**config.mk**
```make
export PLATFORM = sky130hd
export DESIGN_NAME = parity_lane_unit
export DESIGN_NICKNAME = d
export VERILOG_FILES = /design/src/rtl/plc_pkg.sv /design/src/rtl/parity_tree.sv /design/src/rtl/err_flag_reg.sv /design/src/rtl/out_stage.sv /design/src/rtl/parity_lane_unit.sv
export SDC_FILE = /design/constraint.sdc
export NUM_CORES = 1
export LEC_CHECK = 0
export ABC_AREA = 0
export BUFFER_PORTS_ARGS = -buffer_cell sky130_fd_sc_hd__buf_2
export CAP_MARGIN = 25
export CORE_UTILIZATION = 44
export DETAILED_ROUTE_END_ITERATION = 6
export GPL_TIMING_DRIVEN = 0
export PLACE_DENSITY = 0.77
export SLEW_MARGIN = 20
export SYNTH_ARGS = -nofsm -noshare
export SYNTH_HDL_FRONTEND = slang
export SYNTH_HIERARCHICAL = 1
export SYNTH_SLANG_ARGS = --single-unit
```
**constraint.sdc**
```tcl
create_clock -name clk -period 2.2 [get_ports clk]
set_input_delay 0.44 -clock clk [delete_from_list [all_inputs] [get_ports clk]]
set_output_delay 0.44 -clock clk [all_outputs]
set_load 0.02 [all_outputs]
```
**src/rtl/plc_pkg.sv**
```systemverilog
package plc_pkg;
  typedef enum logic {
    TREE_CHECK = 1'b0,
    TREE_MBOX  = 1'b1
  } tree_owner_t;
endpackage

```
**src/rtl/parity_tree.sv**
```systemverilog
module parity_tree #(
  parameter int DW = 8
) (
  input  logic [DW-1:0] d,
  output logic          x
);
  always_comb x = ^d;
endmodule

```
**src/rtl/err_flag_reg.sv**
```systemverilog
module err_flag_reg #(
  parameter int LANES = 4
) (
  input  logic             clk,
  input  logic             rst,
  input  logic             chk_en,
  input  logic             quiet,
  input  logic [LANES-1:0] lane_fail,
  input  logic [LANES-1:0] lane_mask,
  output logic             err_n
);
  logic any_fail;
  always_comb any_fail = |(lane_fail & lane_mask);

  always_ff @(posedge clk) begin
    if (rst)        err_n <= 1'b1;
    else if (quiet) err_n <= 1'b1;
    else            err_n <= ~(chk_en & any_fail);
  end

  a_r6_mbox_quiet: assert property (@(posedge clk) disable iff (rst)
    quiet |=> err_n);
  a_r5_idle_high: assert property (@(posedge clk) disable iff (rst)
    !chk_en |=> err_n);
  a_r4_masked_clean: assert property (@(posedge clk) disable iff (rst)
    (lane_mask == '0) |=> err_n);
endmodule

```
**src/rtl/out_stage.sv**
```systemverilog
module out_stage #(
  parameter int LANES = 4,
  parameter int DW    = 8,
  localparam int LW   = DW + 1,
  localparam int W    = LANES * LW
) (
  input  logic         clk,
  input  logic         rst,
  input  logic         rd_load,
  input  logic [W-1:0] rd_data,
  input  logic         gen_en,
  input  logic         odd_sel,
  input  logic         rd_mbox,
  input  logic [W-1:0] mbox_word,
  output logic [W-1:0] out_data
);
  logic [W-1:0]     fifo_gen;
  logic [W-1:0]     fifo_hold;
  logic [LANES-1:0] fx;

  for (genvar l = 0; l < LANES; l++) begin : g_fifo_lane
    parity_tree #(.DW(DW)) u_tree (.d(rd_data[l*LW +: DW]), .x(fx[l]));
    always_comb begin
      fifo_gen[l*LW +: DW] = rd_data[l*LW +: DW];
      fifo_gen[l*LW + DW]  = gen_en ? (fx[l] ^ odd_sel) : rd_data[l*LW + DW];
    end
  end

  always_ff @(posedge clk) begin
    if (rst)          fifo_hold <= '0;
    else if (rd_load) fifo_hold <= fifo_gen;
  end

  always_ff @(posedge clk) begin
    if (rst)          out_data <= '0;
    else if (rd_mbox) out_data <= mbox_word;
    else if (rd_load) out_data <= fifo_gen;
    else              out_data <= fifo_hold;
  end

  a_r10_resume: assert property (@(posedge clk) disable iff (rst)
    (!rd_load && !rd_mbox) |=> (out_data == fifo_hold));
  a_r8_hold: assert property (@(posedge clk) disable iff (rst)
    (!rd_load && !rd_mbox) ##1 (!rd_load && !rd_mbox) |=> $stable(out_data));

  for (genvar l = 0; l < LANES; l++) begin : g_chk
    a_r7_gen_parity: assert property (@(posedge clk) disable iff (rst)
      (rd_load && !rd_mbox && gen_en) |=>
        (($countones(out_data[l*LW +: LW]) % 2) == int'($past(odd_sel))));
  end
endmodule

```
**src/rtl/parity_lane_unit.sv**
```systemverilog
module parity_lane_unit #(
  parameter int LANES = 4,
  parameter int DW    = 8,
  localparam int LW   = DW + 1,
  localparam int W    = LANES * LW
) (
  input  logic             clk,
  input  logic             rst,
  input  logic             odd_sel,
  input  logic             gen_en,
  input  logic             chk_en,
  input  logic [LANES-1:0] lane_mask,
  input  logic [W-1:0]     in_data,
  input  logic             rd_load,
  input  logic [W-1:0]     rd_data,
  input  logic             rd_mbox,
  input  logic [W-1:0]     mbox_data,
  output logic [W-1:0]     out_data,
  output logic             err_n
);
  import plc_pkg::*;

  tree_owner_t      owner;
  logic [LANES-1:0] tx;
  logic [LANES-1:0] lane_fail;
  logic [W-1:0]     tree_src;
  logic [W-1:0]     mbox_word;

  always_comb owner = (rd_mbox && gen_en) ? TREE_MBOX : TREE_CHECK;

  // One shared tree per lane: checks in_data, or generates for mailbox output
  for (genvar l = 0; l < LANES; l++) begin : g_lane
    always_comb tree_src[l*LW +: LW] = (owner == TREE_MBOX) ?
      mbox_data[l*LW +: LW] : in_data[l*LW +: LW];

    parity_tree #(.DW(DW)) u_tree (.d(tree_src[l*LW +: DW]), .x(tx[l]));

    always_comb begin
      lane_fail[l]          = tx[l] ^ in_data[l*LW + DW] ^ odd_sel;
      mbox_word[l*LW +: DW] = mbox_data[l*LW +: DW];
      mbox_word[l*LW + DW]  = (owner == TREE_MBOX) ? (tx[l] ^ odd_sel)
                                                   : mbox_data[l*LW + DW];
    end
  end

  err_flag_reg #(.LANES(LANES)) u_flag (
    .clk(clk), .rst(rst), .chk_en(chk_en), .quiet(owner == TREE_MBOX),
    .lane_fail(lane_fail), .lane_mask(lane_mask), .err_n(err_n)
  );

  out_stage #(.LANES(LANES), .DW(DW)) u_out (
    .clk(clk), .rst(rst), .rd_load(rd_load), .rd_data(rd_data),
    .gen_en(gen_en), .odd_sel(odd_sel), .rd_mbox(rd_mbox),
    .mbox_word(mbox_word), .out_data(out_data)
  );

  a_r1_reset_flag: assert property (@(posedge clk) rst |=> (err_n && out_data == '0));
  a_r9_mbox_raw: assert property (@(posedge clk) disable iff (rst)
    (rd_mbox && !gen_en) |=> (out_data == $past(mbox_data)));
endmodule

```
==> results of run 1 <==
[worst register-to-register path: cells and delay by family (launching register included)]
| family | cells | cell delay (ns) |
|---|---|---|
| AO/OA/AOI/OAI | 1 | 0.36 |
| AND/OR/NAND/NOR | 1 | 0.07 |
| flip-flops | 1 | 0.34 |
[state kept, by name, indices dropped and copies added, names as in the netlist]
register / flops
u_flag/err_n: 1
u_out/out_data: 36
u_out/fifo_hold: 36
[final timing paths]
check	startpoint	end	slack, ns	cells after the start
worst min register to register	u_out/fifo_hold[17]	u_out/fifo_hold[17]	0.48	2
worst max-delay path	rd_mbox	u_flag/err_n	0.04	11
worst max register to register	u_out/fifo_hold[8]	u_out/out_data[8]	1.31	2
worst min-delay path	chk_en	u_flag/err_n	0.31	2
[stage by stage]
step	total power [W]	worst slack, ns	cell area (µm²)	cells	TNS, ns
finish	0.003471	0.04358	5149	661	0
global route	0.003640	-0.06169	5149	661	-0.1646
CTS	0.003448	0.01717	5064	661	0
detailed placement	0.002544	-0.5314	4747	643	-2.353
global placement	0.002523	-0.5578	4747	643	-2.291
floorplan	0.002226	0.03040	3845	384	0
[cells by family after synthesis]
family	synth area share [%]
AND/OR/NAND/NOR	9.729
multiplexers	21.94
flip-flops	38.13
AO/OA/AOI/OAI	10.77
XOR/XNOR	15.54
buffers and inverters	3.885
[power by group through the flow]
| stage | clock network, W | registers [W] | logic [W] |
|---|---|---|---|
| floorplan | 0 | 0.00154 | 0.000689 |
| global placement | 0 | 0.00147 | 0.00105 |
| detailed placement | 0 | 0.00147 | 0.00107 |
| CTS | 0.000881 | 0.00144 | 0.00112 |
| global route | 0.000933 | 0.00145 | 0.00126 |
| finish | 0.000860 | 0.00144 | 0.00117 |
[routing by layer]
layer	up-vias	wire [µm]	global-route usage [%]
li1	1636	-	-
met1	1589	4479	27.58
met2	113	5427	42.74
met3	22	574	4.944
met4	0	240	9.975
met5	-	0	0
[cell usage after synthesis (3+ instances only)]
cell type	count	area share, %
buf_4	3	0.59
nand2b_1	4	0.65
xnor2_1	56	13
nor2b_1	10	1.6
mux2_4	29	11
buf_2	8	1.0
nand2_1	18	1.8
nor2_1	51	5.0
inv_1	3	0.29
a21oi_1	21	2.7
o21a_1	4	0.78
o21ai_0	4	0.52
xor2_1	12	2.7
mux2_2	12	3.5
a2111oi_2	3	1.2
buf_6	3	0.88
clkbuf_1	11	1.1
a211oi_1	23	4.5
nor3_1	4	0.52
mux2i_1	27	7.1
dfxtp_1	73	38
[cell type report]
class | count | area [µm²]
multi-input cells | 283 | 2372
fillers | 718 | 3192
repair buffers | 158 | 858.3
clock buffers | 10 | 127.6
clock inverters | 4 | 22.52
flip-flops and latches | 73 | 1461
inverters | 3 | 11.26
plain buffers | 25 | 163.9
well taps | 105 | 131.4
[what timing repair did]
item,CTS,global route
pin swaps,9,8
setup buffers,3,0
cloned,1,0
setup endpoints to repair,4,5
gates resized for setup,19,11
==> results by group, run 1 <==
Outcome
  – Status: finished, final reports clean

Power and ir drop
  – Net Sw Power: between 0.001 and 0.0015 W
  – Combinational share of power: around a third
  – Seq pwr share: 41.6%
  – Internal power: between 0.002 and 0.0025 W
  – Leak pwr: 2.440 nW
  – Clock power share: 24.8%
  – Peak supply drop: roughly 310 µV
  – Sw Ratio: a little under a third
  – Power per Cell Area: approximately 670 nW/µm²

Drt
  – DR vias/cell: 5.083
  – Via Count: 3360
  – Number of remaining DRC errors: 0
  – DRT antenna net count: 0
  – Drt first-iter violations: 74
  – WL final: 10720 µm
  – Wire per inst: approximately 16 µm
  – Drt pass-1 iters: 4

Global routing
  – GRT overflow: 0
  – Initial antenna violation count: 0
  – GRT Total Usage: 23.95%
  – Pin count of the biggest net entering global routing: 12
  – Vias in the first global route: 3386
  – First-pass GRT wire length: 16330 µm

STA
  – Final Hold Viols: 0
  – Worst-margin pin slew: 0.5894 ns
  – Max Slew Vio Count: 0
  – Worst Skew: 0.007464 ns
  – RSZ-0062 raised after global routing: yes
  – Hold slack: about 0.31 ns
  – Tcrit/Tclk final: 98.02%
  – # setup viols final: 0
  – Crit path time final: 2.156 ns
  – Slew headroom: between 60% and 70%
  – Maximum operating frequency: 463.7 MHz

Clock tree
  – CTS Hold Bufs: 0
  – Num CTS Buffers: 9
  – Max Root-Sink Buffers: 2
  – Clock sink total: 73
  – CTS tree: yes
  – Clk_lat worst skew: 0.33 ns
  – H-tree depth: 3
  – Clock Tree Root: clkbuf_8
  – Clock transition at path regs: 0.07 ns

Place
  – Gpl congestion: 0.8165
  – HPWL Detailed: 8221 µm
  – Buffers on Ports: 154

Worst setup path
  – Worst setup EP type: flip-flop
  – Crit path arrival time: 2.41 ns
  – Req. time, crit path: 2.46 ns
  – Buf+Inv Stages, Crit Path: 2
  – Crit-path cells: buf_12 -> nand2_8 -> buf_12 -> mux2_4 -> xor2_1 -> xnor2_2 -> xnor2_2 -> xnor2_1 -> xnor2_1 -> a22o_1 -> o211ai_2
  – Critical path's top delay family: XOR/XNOR gates
  – Type of the worst setup path: input pin to flip-flop
  – Setup crit start kind: input pin
  – Critical-path top delay cell: mux2_4
  – Crit path max fanout: 11
  – Critical path's largest stage delay: 0.31 ns

Floorplan
  – Die area: 9087 µm²
  – DIE HEIGHT: ~95 µm
  – Die X: 95.33 µm
  – Initial Utilization: 45.95%
  – Io pins: around 160
  – Num rows: 33
  – Core Footprint: 8341 µm²

Min path
  – Worst Hold Class: input pin to flip-flop

Final layout
  – Most frequent cells in the layout: buf_2 (160), dfxtp_1 (73), nor2_1 (51), xnor2_1 (44), mux2_4 (29)
  – Layout cell share with drive strength beyond 1: between 40 and 50%
  – Layout area overhead: 34.35%
  – Antenna cell count: 0
  – Final nets: 672
  – Util after Layout: 61.73%
  – Commonest non-fill, non-tap cell in the layout: buf_2

Logic synthesis
  – Syn Nets: between 500 and 600
  – Synth Register Bits: between 70 and 80
  – Syn Area/Cell: 9.980 µm²
  – Yosys warns: 6
  – Synth cell types: 25
  – Ys flop type: dfxtp_1
  – Register area share after synthesis: 38.13%
  – Post-synth EDFFs: 0
  – Syn Std Cell Area: 3832 µm²
  – FFs w/ async S/R, synth: 0%
  – Synth Instances: 384

Flow run
  – Max-Cap Viols: 0
(Power assumes the default switching activity.)
==> inputs of run 2 (changes only) <==
RECOVER_POWER = 100   (was unset)
REMOVE_ABC_BUFFERS = 1   (was unset)
==> run 2 against run 1 <==
  * Fmax fell by 0.40%
  * Critical path type unchanged
  * Largest cell class unchanged
  * Highest routed layer unchanged
  * Core utilization grew 0.27 points
  * Total power increased by 11%
  * Critical endpoint unchanged
  * Worst hold slack got worse by 0.027 ns
  * Clock skew grew 0.0023 ns
  * Sequential cell count is the same
  * Clock-buffer cell count is 1 higher
  * Die area stayed put
==> results by group, run 2 (synthesis gave the netlist of run 1 again) <==
STA
  – Setup_tns: 0 ns (unchanged)
  – Slew headroom: 48.02% (-13 points)
  – Final Hold Viols: 0 (unchanged)
  – Tcrit/Tclk final: 98.42% (+0.40 points)
  – Max Slew Vio Count: 0 (unchanged)
  – RSZ-0062 raised after global routing: yes
  – Crit path time final: 2.165 ns (+0.008742 ns)
  – # setup viols final: 0 (unchanged)
  – Worst-margin pin slew: 0.7797 ns (+0.1902 ns)
  – Maximum operating frequency: 461.9 MHz (-0.40%)
  – Worst Skew: 0.009805 ns (+0.002341 ns)

Worst setup path
  – Critical Path Most Common Cell: xnor2_1
  – Register-to-Register Path Depth: 3 (+1)
  – Stages on worst setup path: 11 (unchanged)
  – Worst Setup SP: rd_mbox
  – Req. time, crit path: 2.42 ns (-0.04 ns)
  – Crit-path cells: buf_16 -> nand2_8 -> clkbuf_16 -> mux2_4 -> xnor2_1 -> xnor2_1 -> xnor2_1 -> xnor2_1 -> xnor2_1 -> a22o_1 -> o211ai_2
  – Critical-path top delay cell: mux2_4
  – Crit path max fanout: 8 (-3)
  – Crit path to: u_flag/err_n
  – Crit path arrival time: 2.38 ns (-0.03 ns)
  – Critical path's largest stage delay: 0.31 ns (about the same)
  – Worst r2r src: u_out/fifo_hold[29]
  – R2R Path End: u_out/out_data[29]
  – Setup crit start kind: input pin
  – Buf+Inv Stages, Crit Path: 2 (unchanged)
  – Worst setup EP type: flip-flop
  – R2r setup slk: 1.32 ns (about the same)
  – Type of the worst setup path: input pin to flip-flop
  – Critical path's top delay family: XOR/XNOR gates

Place
  – HPWL Detailed: 6779 µm (-18%)
  – Gpl congestion: 0.7314 (-10%)
  – Buffers on Ports: 155 (+0.65%)
  – Placed cells: 622 (-3.3%)

Min path
  – Worst Hold Class: input pin to flip-flop

Clock tree
  – Clk_lat worst skew: 0.34 ns (about the same)
  – Max Root-Sink Buffers: 2 (unchanged)
  – Num CTS Buffers: 9 (unchanged)
  – Clock sink total: 73 (unchanged)
  – CTS tree: yes
  – H-tree depth: 3 (unchanged)
  – Clock transition at path regs: 0.07 ns (about the same)
  – Clock Tree Root: clkbuf_8

Drt
  – Via Count: 3277 (-2.5%)
  – Drt pass-1 iters: 4 (unchanged)
  – Drt first-iter violations: 91 (+23%)
  – WL final: 9900 µm (-7.7%)
  – Number of remaining DRC errors: 0 (unchanged)
  – DR vias/cell: 5.042 (-0.82%)
  – Wire per inst: 15.23 µm (-6.1%)
  – DRT antenna net count: 0 (unchanged)

Final layout
  – Most frequent cells in the layout: buf_2 (115), dfxtp_1 (73), nor2_1 (51), xnor2_1 (45), clkbuf_1 (39)
  – Layout area overhead: 34.93%
  – Commonest non-fill, non-tap cell in the layout: buf_2
  – Layout cell share with drive strength beyond 1: 37.98% (-6.1 points)
  – Antenna cell count: 0 (unchanged)
  – Post-Layout Cell Count: 650 (-1.7%)
  – Largest registers: u_out/fifo_hold (36), u_out/out_data (36), u_flag/err_n (1)
  – Final nets: 659 (-1.9%)
  – Fillers: 737 (+2.6%)

Outcome
  – Status: finished, final reports clean

Floorplan
  – Die X: 95.33 µm (unchanged)
  – Num rows: 33 (unchanged)
  – Die area: 9087 µm² (unchanged)
  – Core Footprint: 8341 µm² (unchanged)
  – Initial Utilization: 45.95% (unchanged)
  – DIE HEIGHT: 95.33 µm (unchanged)
  – Io pins: 156 (unchanged)

Power and ir drop
  – Peak supply drop: 470.6 µV (+51%)
  – Power per Cell Area: 746.8 nW/µm² (+11%)
  – Leak pwr: 2.349 nW (-3.7%)

Global routing
  – GRT Total Usage: 20.90% (-3.1 points)
  – Pin count of the biggest net entering global routing: 74 (+62)
  – Met1 Use GR: 22.77% (-4.8 points)
  – GRT overflow: 0 (unchanged)
  – GR peak layer: met2
  – Grt met2 use: 38.87% (-3.9 points)
  – Initial antenna violation count: 0 (unchanged)
  – Global-route met3 utilization: 4.306% (-0.64 points)
  – Vias in the first global route: 3247 (-4.1%)
  – First-pass GRT wire length: 14510 µm (-11%)

Flow run
  – Max-Cap Viols: 0 (unchanged)
run 2: area by class of cell:
cell class	count	area [µm²]	area share (%)
clock buffers	11	141.4	2.734
repair buffers	170	988.4	19.11
inverters	3	11.26	0.2178
clock inverters	5	102.6	1.984
multi-input cells	283	2335	45.15
well taps	105	131.4	2.541
flip-flops and latches	73	1461	28.26
run 2: how the worst min path moves through the flow:
| stage | from | end | slack, ns | depth (start not counted) |
|---|---|---|---|---|
| floorplan | u_out/fifo_hold[35] | u_out/fifo_hold[35] | 0.44 | 2 |
| global placement | u_out/fifo_hold[17] | u_out/fifo_hold[17] | 0.46 | 2 |
| detailed placement | u_out/fifo_hold[26] | u_out/fifo_hold[26] | 0.46 | 2 |
| CTS | chk_en | u_flag/err_n | 0.27 | 2 |
| global route | chk_en | u_flag/err_n | 0.26 | 2 |
| finish | chk_en | u_flag/err_n | 0.28 | 2 |
run 2: power by group:
| part | leakage, nW | switching, W | internal (W) |
|---|---|---|---|
| logic | 1.62 | 0.000568 | 0.000563 |
| registers | 0.605 | 0.0000262 | 0.00142 |
| clock network | 0.120 | 0.000506 | 0.000784 |
| total | 2.35 | 0.00110 | 0.00276 |
run 2: through the flow:
step	hold WS (ns)	instance area [µm²]	util [%]	setup slack [ns]	total power (W)
2_1_floorplan	0.4387	3695	-	-0.4341	0.002176
5_1_grt	0.2647	5171	62.00	-0.03148	0.004049
6_report	0.2847	5171	62.00	0.03483	0.003862
3_5_place_dp	0.4587	4679	56.11	-1.147	0.002533
4_1_cts	0.2650	4977	59.68	0.005218	0.003844
3_3_place_gp	0.4551	4602	55.18	-1.276	0.002494
run 2: worst register-to-register path: stages, from the launching register on:
cell	delay, ns
dfxtp_1	0.31
mux2_2	0.27
nand2_1	0.08
a21oi_1	0.08
run 2: repair_timing:
item	in CTS	in global routing
setup buffers	1	8
pin swaps	3	9
endpoints found under the hold margin	0	0
resized for setup	8	18
setup endpoints to repair	5	4
gates cloned	0	3
hold buffers	0	0
run 2: layer usage:
layer  vias to the layer above  wire [µm]
met5                         -          0
met4                         0        149
met3                        15        575
met2                       113       5093
met1                      1525       4081
li1                       1624          -
==> inputs of run 3 (changes only) <==
CORE_MARGIN = 4   (was unset)
==> run 3 against run 2 <==
  * Via count fell by 0.24%
  * Worst hold slack worse by 0.0046 ns
  * Die area increased by 13%
  * Clock power decreased by 7%
  * Fmax about the same
  * First-iteration DRC count down 42%
  * Sequential share of layout area shrank 0.36 points
  * Final cell count down 0.15%
  * Design area rose by 1.3%
  * Combinational power is essentially flat
  * Sequential power is essentially flat
  * Highest routed layer unchanged
==> results by group, run 3 (synthesis gave the netlist of run 1 again) <==
Outcome
  – Status: finished, final reports clean

Place
  – Gpl congestion: 0.7659 (+4.7%)
  – Dpl cell area: 4644 µm² (-0.75%)
  – HPWL Detailed: 6938 µm (+2.3%)
  – Buffers on Ports: 155 (unchanged)

Global routing
  – Vias in the first global route: 3312 (+2.0%)
  – Pin count of the biggest net entering global routing: 74 (unchanged)
  – First-pass GRT wire length: 14950 µm (+3.0%)
  – Initial antenna violation count: 0 (unchanged)
  – GRT Total Usage: 18.41% (-2.5 points)
  – GRT overflow: 0 (unchanged)

Min path
  – Worst Hold Class: input pin to flip-flop

Power and ir drop
  – Sw Ratio: 28.83% (+0.36 points)
  – Clock power share: 31.6% (-1.8 points)
  – Net Sw Power: 0.001093 W (-0.55%)
  – Total power: 0.003793 W (-1.8%)
  – Seq pwr share: 38.0% (+0.7 points)
  – Leak pwr: 2.383 nW (+1.5%)
  – Power per Cell Area: 724.0 nW/µm² (-3.1%)
  – Peak supply drop: 369.4 µV (-22%)
  – Internal power: 0.002700 W (-2.3%)
  – Combinational share of power: 30.4% (+1.1 points)

STA
  – Hold slack: 0.2801 ns (-0.004572 ns)
  – Worst Skew: 0.01059 ns (+0.0007854 ns)
  – Maximum operating frequency: 461.8 MHz (about the same)
  – Tcrit/Tclk final: 98.44% (about the same)
  – Final Hold Viols: 0 (unchanged)
  – Crit path time final: 2.166 ns (+0.0004414 ns)
  – Worst-margin pin slew: 1.255 ns (+0.4751 ns)
  – Slew headroom: 16.35% (-32 points)
  – Max Slew Vio Count: 0 (unchanged)
  – RSZ-0062 raised after global routing: yes
  – # setup viols final: 0 (unchanged)

Clock tree
  – H-tree depth: 3 (unchanged)
  – Clock Tree Root: clkbuf_8
  – Max Root-Sink Buffers: 2 (unchanged)
  – CTS tree: yes
  – Num CTS Buffers: 9 (unchanged)
  – Clock sink total: 73 (unchanged)
  – Clock transition at path regs: 0.08 ns (about the same)
  – Clk_lat worst skew: 0.34 ns (about the same)

Drt
  – Number of remaining DRC errors: 0 (unchanged)
  – WL final: 10280 µm (+3.8%)
  – Drt pass-1 iters: 4 (unchanged)
  – Drt first-iter violations: 53 (-42%)
  – DRT antenna net count: 0 (unchanged)
  – Via Count: 3269 (-0.24%)
  – Wire per inst: 15.84 µm (+4.0%)
  – DR vias/cell: 5.037 (about the same)

Worst setup path
  – Type of the worst setup path: input pin to flip-flop
  – Critical path's largest stage delay: 0.31 ns (about the same)
  – Crit-path cells: buf_16 -> nand2_8 -> clkbuf_16 -> mux2_4 -> xor2_2 -> xnor2_2 -> xnor2_1 -> xnor2_1 -> xnor2_1 -> a22o_1 -> o211ai_2
  – Critical-path top delay cell: mux2_4
  – Crit path arrival time: 2.44 ns (+0.06 ns)
  – Req. time, crit path: 2.47 ns (+0.05 ns)
  – Critical Path Most Common Cell: xnor2_1
  – Crit path max fanout: 7 (-1)
  – Setup crit start kind: input pin
  – Worst setup EP type: flip-flop

Final layout
  – Layout area overhead: 36.70%
  – Antenna cell count: 0 (unchanged)
  – Final nets: 658 (-0.15%)
  – Util after Layout: 62.81% (+0.81 points)
  – Largest registers: u_out/fifo_hold (36), u_out/out_data (36), u_flag/err_n (1)
  – Fillers: 729 (-1.1%)
  – Layout cell share with drive strength beyond 1: 38.24% (+0.25 points)
  – Most frequent cells in the layout: buf_2 (114), dfxtp_1 (73), nor2_1 (51), xnor2_1 (41), clkbuf_1 (38)
  – Non-Filler Cell Area, Final: 5239 µm² (+1.3%)
  – Commonest non-fill, non-tap cell in the layout: buf_2

Flow run
  – Max-Cap Viols: 0 (unchanged)

Floorplan
  – Die X: 101.3 µm (+6.3%)
  – Die area: 10270 µm² (+13%)
  – Initial Utilization: 45.95% (unchanged)
  – Num rows: 33 (unchanged)
  – Io pins: 156 (unchanged)
  – DIE HEIGHT: 101.3 µm (+6.3%)
  – Core Footprint: 8341 µm² (unchanged)
-- run 3: layer usage --
| layer | wire, µm | vias to the layer above | GRT usage (%) | part of all wire (%) |
|---|---|---|---|---|
| met3 | 662 | 6 | 5.096 | 6.4 |
| li1 | - | 1616 | - | - |
| met1 | 4189 | 1545 | 20.95 | 41 |
| met4 | 62 | 0 | 3.681 | 0.60 |
| met2 | 5365 | 102 | 34.31 | 52 |
| met5 | 0 | - | 0 | 0 |
-- run 3: critical path, delay by kind of cell --
family,cells,cell delay [ns]
AO/OA/AOI/OAI,2,0.41
XOR/XNOR,5,0.84
buffers and inverters,2,0.30
multiplexers,1,0.31
AND/OR/NAND/NOR,1,0.14
-- run 3: repair_timing --
action | 4_1_cts | 5_1_grt
cloned | 1 | 4
pin swaps | 7 | 21
hold buffers | 0 | 0
gates resized for setup | 13 | 25
endpoints found under the setup margin | 5 | 4
setup buffers | 2 | 5
hold endpoints to repair | 0 | 0
-- run 3: per-stage QoR --
step	setup slack, ns	instances	setup TNS [ns]
5_1_grt	-0.03879	649	-0.05261
2_1_floorplan	-0.4341	359	-2.064
4_1_cts	0.003386	640	0
6_report	0.03439	649	0
3_5_place_dp	-0.9827	621	-4.508
3_3_place_gp	-1.311	619	-14.48
-- run 3: power groups by stage --
stage          Clock (W)  Sequential, W  Combinational [W]
2_1_floorplan          0        0.00154           0.000639
3_3_place_gp           0        0.00147            0.00103
3_5_place_dp           0        0.00147            0.00105
6_report         0.00120        0.00144            0.00115
4_1_cts          0.00123        0.00144            0.00108
5_1_grt          0.00129        0.00145            0.00126
-- run 3: final timing paths --
kind                                           from                   to  slack (ns)  depth (start not counted)
worst max-delay path                         gen_en         u_flag/err_n        0.03                         11
worst min-delay path                         chk_en         u_flag/err_n        0.28                          2
worst max register to register  u_out/fifo_hold[30]   u_out/out_data[30]        1.27                          3
worst min register to register  u_out/fifo_hold[17]  u_out/fifo_hold[17]        0.47                          2
-- run 3: cell type report --
class | instances | area [µm²] | area share (%)
clock buffers | 12 | 155.1 | 2.962
clock inverters | 4 | 75.07 | 1.433
inverters | 3 | 11.26 | 0.2150
multi-input cells | 283 | 2387 | 45.57
flip-flops and latches | 73 | 1461 | 27.90
well taps | 105 | 131.4 | 2.508
repair buffers | 169 | 1017 | 19.42
